--- src/rtl/rs_cfg_pkg.sv ---
`timescale 1ns/1ps
package rs_cfg_pkg;

    localparam int DATA_W   = 8;
    localparam int NUM_REGS = 6;
    localparam int CNT_W    = $clog2(NUM_REGS + 1);

    // slot positions follow the fixed load order
    localparam int IDX_MULT = 0;
    localparam int IDX_THR  = 1;
    localparam int IDX_CHK  = 2;
    localparam int IDX_MSG  = 3;
    localparam int IDX_BLK  = 4;
    localparam int IDX_CTL  = 5;

    localparam int CNT_MIN = 2;
    localparam int CNT_MAX = 20;
    localparam int MSG_MIN = 1;
    localparam int MSG_MAX = 253;
    localparam int BLK_MIN = 3;

    typedef enum logic {
        PH_RUN  = 1'b0,
        PH_LOAD = 1'b1
    } phase_e;

    typedef struct packed {
        logic erase_reject;
        logic raw;
        logic forward;
        logic corrected;
        logic no_parity;
    } ctl_t;

    typedef logic [NUM_REGS-1:0][DATA_W-1:0] bank_t;

    function automatic logic count_byte_ok(input logic [DATA_W-1:0] b);
        return (b[7:5] == 3'b100) &&
               (b[4:0] >= 5'(CNT_MIN)) && (b[4:0] <= 5'(CNT_MAX));
    endfunction

    function automatic logic ctl_byte_ok(input logic [DATA_W-1:0] b);
        return (b[0] == 1'b0) && (b[7:6] == 2'b00);
    endfunction

    function automatic ctl_t ctl_decode(input logic [DATA_W-1:0] b);
        ctl_t c;
        c.no_parity    = b[1];
        c.corrected    = b[2];
        c.forward      = b[3];
        c.raw          = b[4];
        c.erase_reject = b[5];
        return c;
    endfunction

    function automatic logic [4:0] min5(input logic [4:0] a, input logic [4:0] b);
        return (a < b) ? a : b;
    endfunction

endpackage

--- src/rtl/rs_cfg_seq.sv ---
`timescale 1ns/1ps
module rs_cfg_seq
    import rs_cfg_pkg::*;
#(
    parameter int MIN_PRE  = 2,
    parameter int MIN_TAIL = 1,
    parameter int MIN_HIGH = 2
) (
    input  logic             clk,
    input  logic             rst_n,
    input  logic             in_strobe_n,
    input  logic             out_strobe_n,
    output phase_e           phase,
    output logic             accept,
    output logic             clr,
    output logic [CNT_W-1:0] byte_cnt,
    output logic             full,
    output logic             tail_ok,
    output logic             high_ok
);

    localparam int PW = $clog2(MIN_PRE + 1);
    localparam int TW = $clog2(MIN_TAIL + 1);
    localparam int HW = $clog2(MIN_HIGH + 1);

    logic [PW-1:0] pre_cnt;
    logic [TW-1:0] tail_cnt;
    logic [HW-1:0] hi_cnt;
    logic          idle;

    assign idle    = in_strobe_n && out_strobe_n;
    assign full    = (byte_cnt == CNT_W'(NUM_REGS));
    assign clr     = !rst_n && (phase != PH_LOAD);
    assign accept  = !rst_n && (phase == PH_LOAD) && !in_strobe_n && !full &&
                     (pre_cnt == PW'(MIN_PRE));
    assign tail_ok = (tail_cnt == TW'(MIN_TAIL));
    assign high_ok = (hi_cnt == HW'(MIN_HIGH));

    always_ff @(posedge clk) begin
        if (!rst_n) begin
            if (phase != PH_LOAD) begin
                // first low edge opens a fresh window
                phase    <= PH_LOAD;
                byte_cnt <= '0;
                pre_cnt  <= idle ? PW'(1) : '0;
                tail_cnt <= '0;
                hi_cnt   <= '0;
            end else begin
                if ((byte_cnt == '0) && (pre_cnt != PW'(MIN_PRE)))
                    pre_cnt <= idle ? pre_cnt + 1'b1 : '0;
                if (accept)
                    byte_cnt <= byte_cnt + 1'b1;
                if (full && !tail_ok)
                    tail_cnt <= tail_cnt + 1'b1;
            end
        end else begin
            phase <= PH_RUN;
            if (!high_ok)
                hi_cnt <= hi_cnt + 1'b1;
        end
    end

endmodule

--- src/rtl/rs_cfg_regbank.sv ---
`timescale 1ns/1ps
module rs_cfg_regbank
    import rs_cfg_pkg::*;
(
    input  logic              clk,
    input  logic              clr,
    input  logic              wr_en,
    input  logic [CNT_W-1:0]  wr_idx,
    input  logic [DATA_W-1:0] wr_data,
    output bank_t             regs
);

    for (genvar g = 0; g < NUM_REGS; g++) begin : g_slot
        always_ff @(posedge clk) begin
            if (clr)
                regs[g] <= '0;
            else if (wr_en && (wr_idx == CNT_W'(g)))
                regs[g] <= wr_data;
        end
    end

endmodule

--- src/rtl/rs_cfg_decode.sv ---
`timescale 1ns/1ps
module rs_cfg_decode
    import rs_cfg_pkg::*;
(
    input  bank_t             regs,
    input  phase_e            phase,
    input  logic              rst_n,
    input  logic              full,
    input  logic              tail_ok,
    input  logic              high_ok,
    output logic [DATA_W-1:0] erase_mult,
    output logic [4:0]        err_thresh,
    output logic [4:0]        check_cnt,
    output logic [DATA_W-1:0] msg_cnt,
    output logic [DATA_W-1:0] blk_len,
    output ctl_t              ctl,
    output logic              cfg_done,
    output logic              cfg_error,
    output logic              run_ok
);

    logic [DATA_W:0] len_sum;
    logic            fields_ok;
    logic            legal;

    assign erase_mult = regs[IDX_MULT];
    assign check_cnt  = regs[IDX_CHK][4:0];
    assign msg_cnt    = regs[IDX_MSG];
    assign blk_len    = regs[IDX_BLK];
    assign err_thresh = min5(regs[IDX_THR][4:0], regs[IDX_CHK][4:0]);
    assign ctl        = ctl_decode(regs[IDX_CTL]);

    assign len_sum = {1'b0, regs[IDX_MSG]} + (DATA_W+1)'(regs[IDX_CHK][4:0]);

    always_comb begin
        fields_ok = count_byte_ok(regs[IDX_THR]) &&
                    count_byte_ok(regs[IDX_CHK]) &&
                    ctl_byte_ok(regs[IDX_CTL]) &&
                    (regs[IDX_MSG] >= DATA_W'(MSG_MIN)) &&
                    (regs[IDX_MSG] <= DATA_W'(MSG_MAX)) &&
                    (regs[IDX_BLK] >= DATA_W'(BLK_MIN)) &&
                    (len_sum == {1'b0, regs[IDX_BLK]});
        legal     = full && tail_ok && fields_ok;
    end

    assign cfg_done  = (phase == PH_RUN) && legal;
    assign cfg_error = (phase == PH_RUN) && !legal;
    assign run_ok    = rst_n && (phase == PH_RUN) && high_ok && legal;

endmodule

--- src/rtl/rs_cfg_loader.sv ---
`timescale 1ns/1ps
module rs_cfg_loader
    import rs_cfg_pkg::*;
#(
    parameter int MIN_PRE  = 2,
    parameter int MIN_TAIL = 1,
    parameter int MIN_HIGH = 2
) (
    input  logic       clk,
    input  logic       rst_n,
    input  logic       in_strobe_n,
    input  logic       out_strobe_n,
    input  logic [7:0] din,
    output logic [7:0] erase_mult,
    output logic [4:0] err_thresh,
    output logic [4:0] check_cnt,
    output logic [7:0] msg_cnt,
    output logic [7:0] blk_len,
    output logic       no_parity,
    output logic       corrected,
    output logic       fwd_order,
    output logic       raw_mode,
    output logic       erase_reject,
    output logic       cfg_done,
    output logic       cfg_error,
    output logic       run_ok
);

    phase_e           phase;
    logic             phase_load;
    logic             accept;
    logic             clr;
    logic [CNT_W-1:0] byte_cnt;
    logic             full;
    logic             tail_ok;
    logic             high_ok;
    bank_t            regs;
    ctl_t             ctl;

    assign phase_load = (phase == PH_LOAD);

    rs_cfg_seq #(
        .MIN_PRE (MIN_PRE),
        .MIN_TAIL(MIN_TAIL),
        .MIN_HIGH(MIN_HIGH)
    ) u_seq (
        .clk         (clk),
        .rst_n       (rst_n),
        .in_strobe_n (in_strobe_n),
        .out_strobe_n(out_strobe_n),
        .phase       (phase),
        .accept      (accept),
        .clr         (clr),
        .byte_cnt    (byte_cnt),
        .full        (full),
        .tail_ok     (tail_ok),
        .high_ok     (high_ok)
    );

    rs_cfg_regbank u_bank (
        .clk    (clk),
        .clr    (clr),
        .wr_en  (accept),
        .wr_idx (byte_cnt),
        .wr_data(din),
        .regs   (regs)
    );

    rs_cfg_decode u_dec (
        .regs      (regs),
        .phase     (phase),
        .rst_n     (rst_n),
        .full      (full),
        .tail_ok   (tail_ok),
        .high_ok   (high_ok),
        .erase_mult(erase_mult),
        .err_thresh(err_thresh),
        .check_cnt (check_cnt),
        .msg_cnt   (msg_cnt),
        .blk_len   (blk_len),
        .ctl       (ctl),
        .cfg_done  (cfg_done),
        .cfg_error (cfg_error),
        .run_ok    (run_ok)
    );

    assign no_parity    = ctl.no_parity;
    assign corrected    = ctl.corrected;
    assign fwd_order    = ctl.forward;
    assign raw_mode     = ctl.raw;
    assign erase_reject = ctl.erase_reject;

endmodule

--- config.mk ---
export PLATFORM = sky130hd
export DESIGN_NAME = rs_cfg_loader
export DESIGN_NICKNAME = d
export VERILOG_FILES = /design/src/rtl/rs_cfg_pkg.sv /design/src/rtl/rs_cfg_seq.sv /design/src/rtl/rs_cfg_regbank.sv /design/src/rtl/rs_cfg_decode.sv /design/src/rtl/rs_cfg_loader.sv
export SDC_FILE = /design/constraint.sdc
export NUM_CORES = 1
export LEC_CHECK = 0
export BUFFER_PORTS_ARGS = -buffer_cell sky130_fd_sc_hd__buf_2
export CAP_MARGIN = 40
export CORE_ASPECT_RATIO = 0.7
export CORE_MARGIN = 1
export CORE_UTILIZATION = 60
export DETAILED_ROUTE_END_ITERATION = 7
export PLACE_DENSITY = 0.85
export SYNTH_ARGS = -nofsm -noshare
export SYNTH_HDL_FRONTEND = slang
export SYNTH_SLANG_ARGS = --single-unit
export TNS_END_PERCENT = 30
--- constraint.sdc ---
create_clock -name clk -period 5.75 [get_ports clk]
set_input_delay 0.2875 -clock clk [delete_from_list [all_inputs] [get_ports clk]]
set_output_delay 0.2875 -clock clk [all_outputs]
set_load 0.02 [all_outputs]
---- After elaboration in Yosys (flattened, before gate mapping) ----
Cells that the tools add are included.
operators by class
  add/subtract/negate cells ............... 5
  $lt $le $gt $ge ......................... 8
  eq/ne operators ......................... 17
  multiplexer cells ....................... 11
  bitwise logic cells ..................... 3
  reductions and logical operators ........ 43
operators by type and width
  operator                                                                number
  1-bit logical AND                                                       32
  3-bit equality test (second input constant)                             5
  2-bit two-way mux                                                       6
  5-bit by 2-bit >= comparator with 1-bit output (second input constant)  2
  5-bit <= comparator (second input constant)                             2
  2-bit inequality test (second input constant)                           5
  8-bit by 5-bit adder with 9-bit output                                  1
  9-bit by 8-bit equality test with 1-bit output                          1
  8-bit by 1-bit >= comparator with 1-bit output (second input constant)  1
  8-bit by 2-bit >= comparator with 1-bit output (second input constant)  1
  8-bit <= comparator (second input constant)                             1
  2-bit AND reduction                                                     4
  3-bit by 2-bit equality test with 1-bit output (second input constant)  2
  1-bit zero test                                                         5
  5-bit less-than comparator                                              1
  5-bit two-way mux                                                       1
  2-bit by 1-bit adder with 2-bit output (second input constant)          2
  2-bit equality test (second input constant)                             2
  3-bit by 1-bit adder with 3-bit output (second input constant)          1
  3-bit by 1-bit equality test with 1-bit output (second input constant)  1
  3-bit zero test                                                         1
  1-bit two-way mux                                                       3
  3-bit two-way mux                                                       1
  1-bit NOT                                                               3
  other kinds (3)                                                         3
storage, ports and cells
  bits in registers ....................... 57
  input port bits ......................... 12

---- Depth between registers and ports, before layout ----
  depth after elaboration ................. 12
  gate-level depth with buffers ........... 10

---- By module ----
A second synthesis with hierarchy kept.
unflattened totals
  cells, all modules ...................... 334
  area, all modules ....................... 3329.4 sq um
by module, submodules not included
  module          times used  cells each  area an instance (sq um)
  rs_cfg_regbank  1           172         1934.4
  rs_cfg_decode   1           120         913.4
  rs_cfg_seq      1           42          481.7

---- Worst setup path before layout ----
No wires, ideal clock.
  kind .................................... reg2out
  from .................................... reg u_bank.regs[16] in the netlist's numbering
  to ...................................... out cfg_done
  arrival ................................. 2.289 ns
  required time ........................... 5.463 ns
  setup slack ............................. 3.174 ns
  cell stages (with the launch flop) ...... 9
  buffers on the path ..................... 0
  cell sequence ........................... dfxtp_1 ha_1 fa_1 xor2_1 nor4_1 nand4b_1 nor4_2 nand4_1 nor2_1
between the ends
  word-level cells in the longest chain between the ends .. 11
  elaborated cells on any way between the ends .. 14
ends and longest elaborated chain
  element                                                                                         line                  RTL
  from (decl)                                                                                     rs_cfg_regbank.sv:10  output bank_t regs
  from (signal, indexed assignment)                                                               rs_cfg_regbank.sv:18  regs[g] <= wr_data;
  parallel branches: the longest is 8 deep, another holds 8-bit by 5-bit adder with 9-bit output  -
  1-bit logical AND (*)                                                                           rs_cfg_decode.sv:41   (regs[IDX_BLK] >= DATA_W'(BLK_MIN)) &&
  1-bit logical AND (*)                                                                           rs_cfg_decode.sv:43   legal = full && tail_ok && fields_ok;
  1-bit logical AND (*)                                                                           rs_cfg_decode.sv:46   assign cfg_done = (phase == PH_RUN) && legal;
  to (decl)                                                                                       rs_cfg_loader.sv:24   output logic cfg_done,
Mark *: on every way between the ends.

---- Worst setup path after layout ----
  from .................................... reg u_bank.regs[16] in the netlist's numbering
  to ...................................... out run_ok
between the ends
  word-level cells in the longest chain between the ends .. 11
  elaborated cells on any way between the ends .. 14
ends and longest elaborated chain
  element                                                                                         line                 RTL
  parallel branches: the longest is 8 deep, another holds 8-bit by 5-bit adder with 9-bit output  -
  1-bit logical AND (*)                                                                           rs_cfg_decode.sv:41
  1-bit logical AND (*)                                                                           rs_cfg_decode.sv:43
  1-bit logical AND (*)                                                                           rs_cfg_decode.sv:48  assign run_ok = rst_n && (phase == PH_RUN) && high_ok && legal;
  to (decl)                                                                                       rs_cfg_loader.sv:26  output logic run_ok
Marked as above.

==> flow_summary.ini <==
[outcome]
status = finished clean

[setup_path]
path_max_fanout = 6
reg2reg_to = u_bank.regs[19]$_SDFFE_PP0P_
cp.arrival_ns = 2.96
setup.worst_path.end = run_ok
critPathKind = reg -> out
rr_worst_depth = 8
rr_startpoint = u_seq.byte_cnt[0]$_SDFFCE_PN0P_
crit_start = u_bank.regs[16]$_SDFFE_PP0P_
startpoint_type = flip-flop
reg2reg_slack_ns = 3.02
worst_ep_required_time_ns = 5.46
critPathCaptureType = output pin

[route]
drt-initial-drc-count = 131
drt-total-wl_mm = 6.74
wl_per_cell_um = 15.3
antenna_left = 0
drt-pass1-iter-count = 4
drc_errors = 0
vias = 2449
vias_per_cell = 5.57

[floorplan]
dieArea_mm2 = 0.00538
die_x_um = 87.3
io_pins = 54
die_h_um = 61.7
floorplan.rows = 21
start_util_pct = 63.2
coreArea_mm2 = 0.00483

[clock_network]
ctsResizeCount = 0
numCtsBuffers = 9
h-tree-depth = 3
cts.sinks = 57
cts_hold_buf = 0
cts_setup_buffers = 0
cts_buffer_depth = 2
clk_pin_slew_worst_paths_ns = 0.06
ctsRootBufferMaster = clkbuf_8
clock_latency_ns = 0.33
cts_tree = yes

[synth]
yosysSeqAreaShare_pct = 40.0
syn_avg_cell_area_um2 = 8.88
ys_top_cells_by_count = dfxtp_1, a21oi_1, nand2_1, nor2_1, buf_4
ys_ff_latch = 57
synth_cells = 344
synth_fp_nets = 373
syn_area_mm2 = 0.00305
synth_top_area_cell = dfxtp_1
async_reset_ff_share_pct = 0
yosysUniqueCellTypes = 40
synth-edff-count = 8
synthDominantCellAreaShare_pct = 32.1
post-synth-top-count-cell = dfxtp_1
synth-warning-count = 0
synth_top_flop_cell = dfxtp_1
synth_area_leaders = dfxtp_1, mux2i_1, edfxtp_1

[global_routing]
grt.total_usage_pct = 26.7
grt_pass1_vias = 2102
grt_start_max_net_pins = 50
grt_pass1_wl_mm = 10.4
antenna_found_initial = 0
overflow = 0

[sta]
worst_hold_slack_ns = 0.235
fin_crit_sh_pct = 56.5
final_hold_viol_count = 0
setup_viol = 0
period_needed_ns = 3.25
maxSlewHeadroom_pct = 40.4
fmax_mhz = 308
maxSlewViolCount = 0
grt_setup_unrepaired = no
skew_ns = 0.00757
worst_pin_slew_ns = 0.893
setup_tns_ns = 0

[pwr]
p_seq_share_pct = 51.0
ir_worst_vdd_uv = 196
sw_frac_of_total_pct = 23.0
powerDensity_mw_per_mm2 = 246
p_sw_mw = 0.189
leakage_nw = 1.64
p_int_mw = 0.632
power.total_mw = 0.820
p_comb_share_pct = 6.0
pwr-share-clk_pct = 43.0

[finish]
design_area_mm2 = 0.00334
area_delta_synth_final_pct = 9.22
diodes = 0
drive_above_1_share_pct = 20.5
nets = 395
fill_cells = 424
post-route-util_pct = 69.0

[place]
dpl.hpwl_mm = 4.75
portBuffers = 53
gp_congestion = 0.783
dpl-instance-area_mm2 = 0.00314

[flow_run]
cap_violations = 0

[hold_path]
min_path_type = in -> reg
-- sequential cells by signal, summed over array words and instances, names as in the netlist --
name            cells
u_seq.byte_cnt      3
u_seq.hi_cnt        2
u_seq.tail_ok       1
u_bank.regs        48
u_seq.pre_cnt       2
u_seq.phase         1
-- power groups by stage --
stage                     sequential (mW)  clock (mW)  combinational (mW)
after floorplan                     0.425           0              0.0336
after global placement              0.427           0              0.0475
after detailed placement            0.427           0              0.0488
after CTS                           0.419       0.359              0.0491
after global routing                0.420       0.377              0.0546
final                               0.419       0.353              0.0490
-- kinds of logic after synthesis --
kind of cell	after synthesis	share of synthesized area [%]
adder cells (fa/ha/maj)	17	7.21
multiplexers	29	9.71
AO/OA/AOI/OAI	50	9.55
flip-flops	57	40.0
buffers and inverters	54	10.3
AND/OR/NAND/NOR	123	19.3
XOR/XNOR	14	4.01
-- cells in the final DEF, fill, tap and decap left out, drive strengths merged, types with 2 or more instances in the layout --
| master | instances |
|---|---|
| edfxtp | 8 |
| clkbuf | 14 |
| nor4 | 6 |
| xnor2 | 10 |
| nor2b | 4 |
| nor3 | 3 |
| nand4 | 4 |
| xor2 | 4 |
| nand3 | 28 |
| a21o | 5 |
| ha | 16 |
| buf | 54 |
| nor2 | 33 |
| nand2 | 34 |
| dfxtp | 49 |
| a21oi | 34 |
| and2 | 2 |
| inv | 11 |
| mux2 | 5 |
| mux2i | 24 |
| o21ai | 4 |
| or4 | 2 |
| o21a | 2 |
| clkinv | 2 |
-- critical path, stage by stage, from the launching register on --
cell	delay [ns]
dfxtp_1	0.41
ha_1	0.24
fa_1	0.44
xor2_1	0.17
nor4_1	0.37
nand4b_1	0.16
nor4_2	0.37
nand4_1	0.18
nor3_2	0.12
buf_2	0.18
-- area by class of cell --
class                      count  area [um2]  area share [%]
multi-input combinational    233        1520            45.6
sequential                    57        1220            36.6
timing repair buffer          54         273            8.18
clock buffer                  14         183            5.48
tap                           69        86.3            2.59
inverter                      11        41.3            1.24
clock inverter                 2        10.0           0.300
-- metrics by stage --
step | setup WS, ns | std cells
floorplan | 3.17 | 344
global placement | 3.06 | 424
global route | 2.31 | 440
detailed placement | 2.91 | 424
finish | 2.50 | 440
CTS | 2.48 | 440
-- metal layers --
layer  vias up  wire length (um)  track usage [%]
li1       1208                 -                -
met1      1161              3130             36.5
met2        74              3150             42.9
met3         6               415             8.06
met4         0                45             5.62
met5         -                 0                0
-- worst min path at each step --
stage / from / endpoint / slack [ns] / depth (start not counted)
floorplan: rst_n / u_seq.phase$_DFF_P_ / 0.38 / 1
global placement: u_bank.regs[22]$_SDFFE_PP0P_ / u_bank.regs[22]$_SDFFE_PP0P_ / 0.44 / 2
detailed placement: u_bank.regs[22]$_SDFFE_PP0P_ / u_bank.regs[22]$_SDFFE_PP0P_ / 0.45 / 2
CTS: rst_n / u_seq.phase$_DFF_P_ / 0.22 / 2
global route: rst_n / u_seq.phase$_DFF_P_ / 0.24 / 2
finish: rst_n / u_seq.phase$_DFF_P_ / 0.23 / 2
Power figures use the tool's default switching activity.
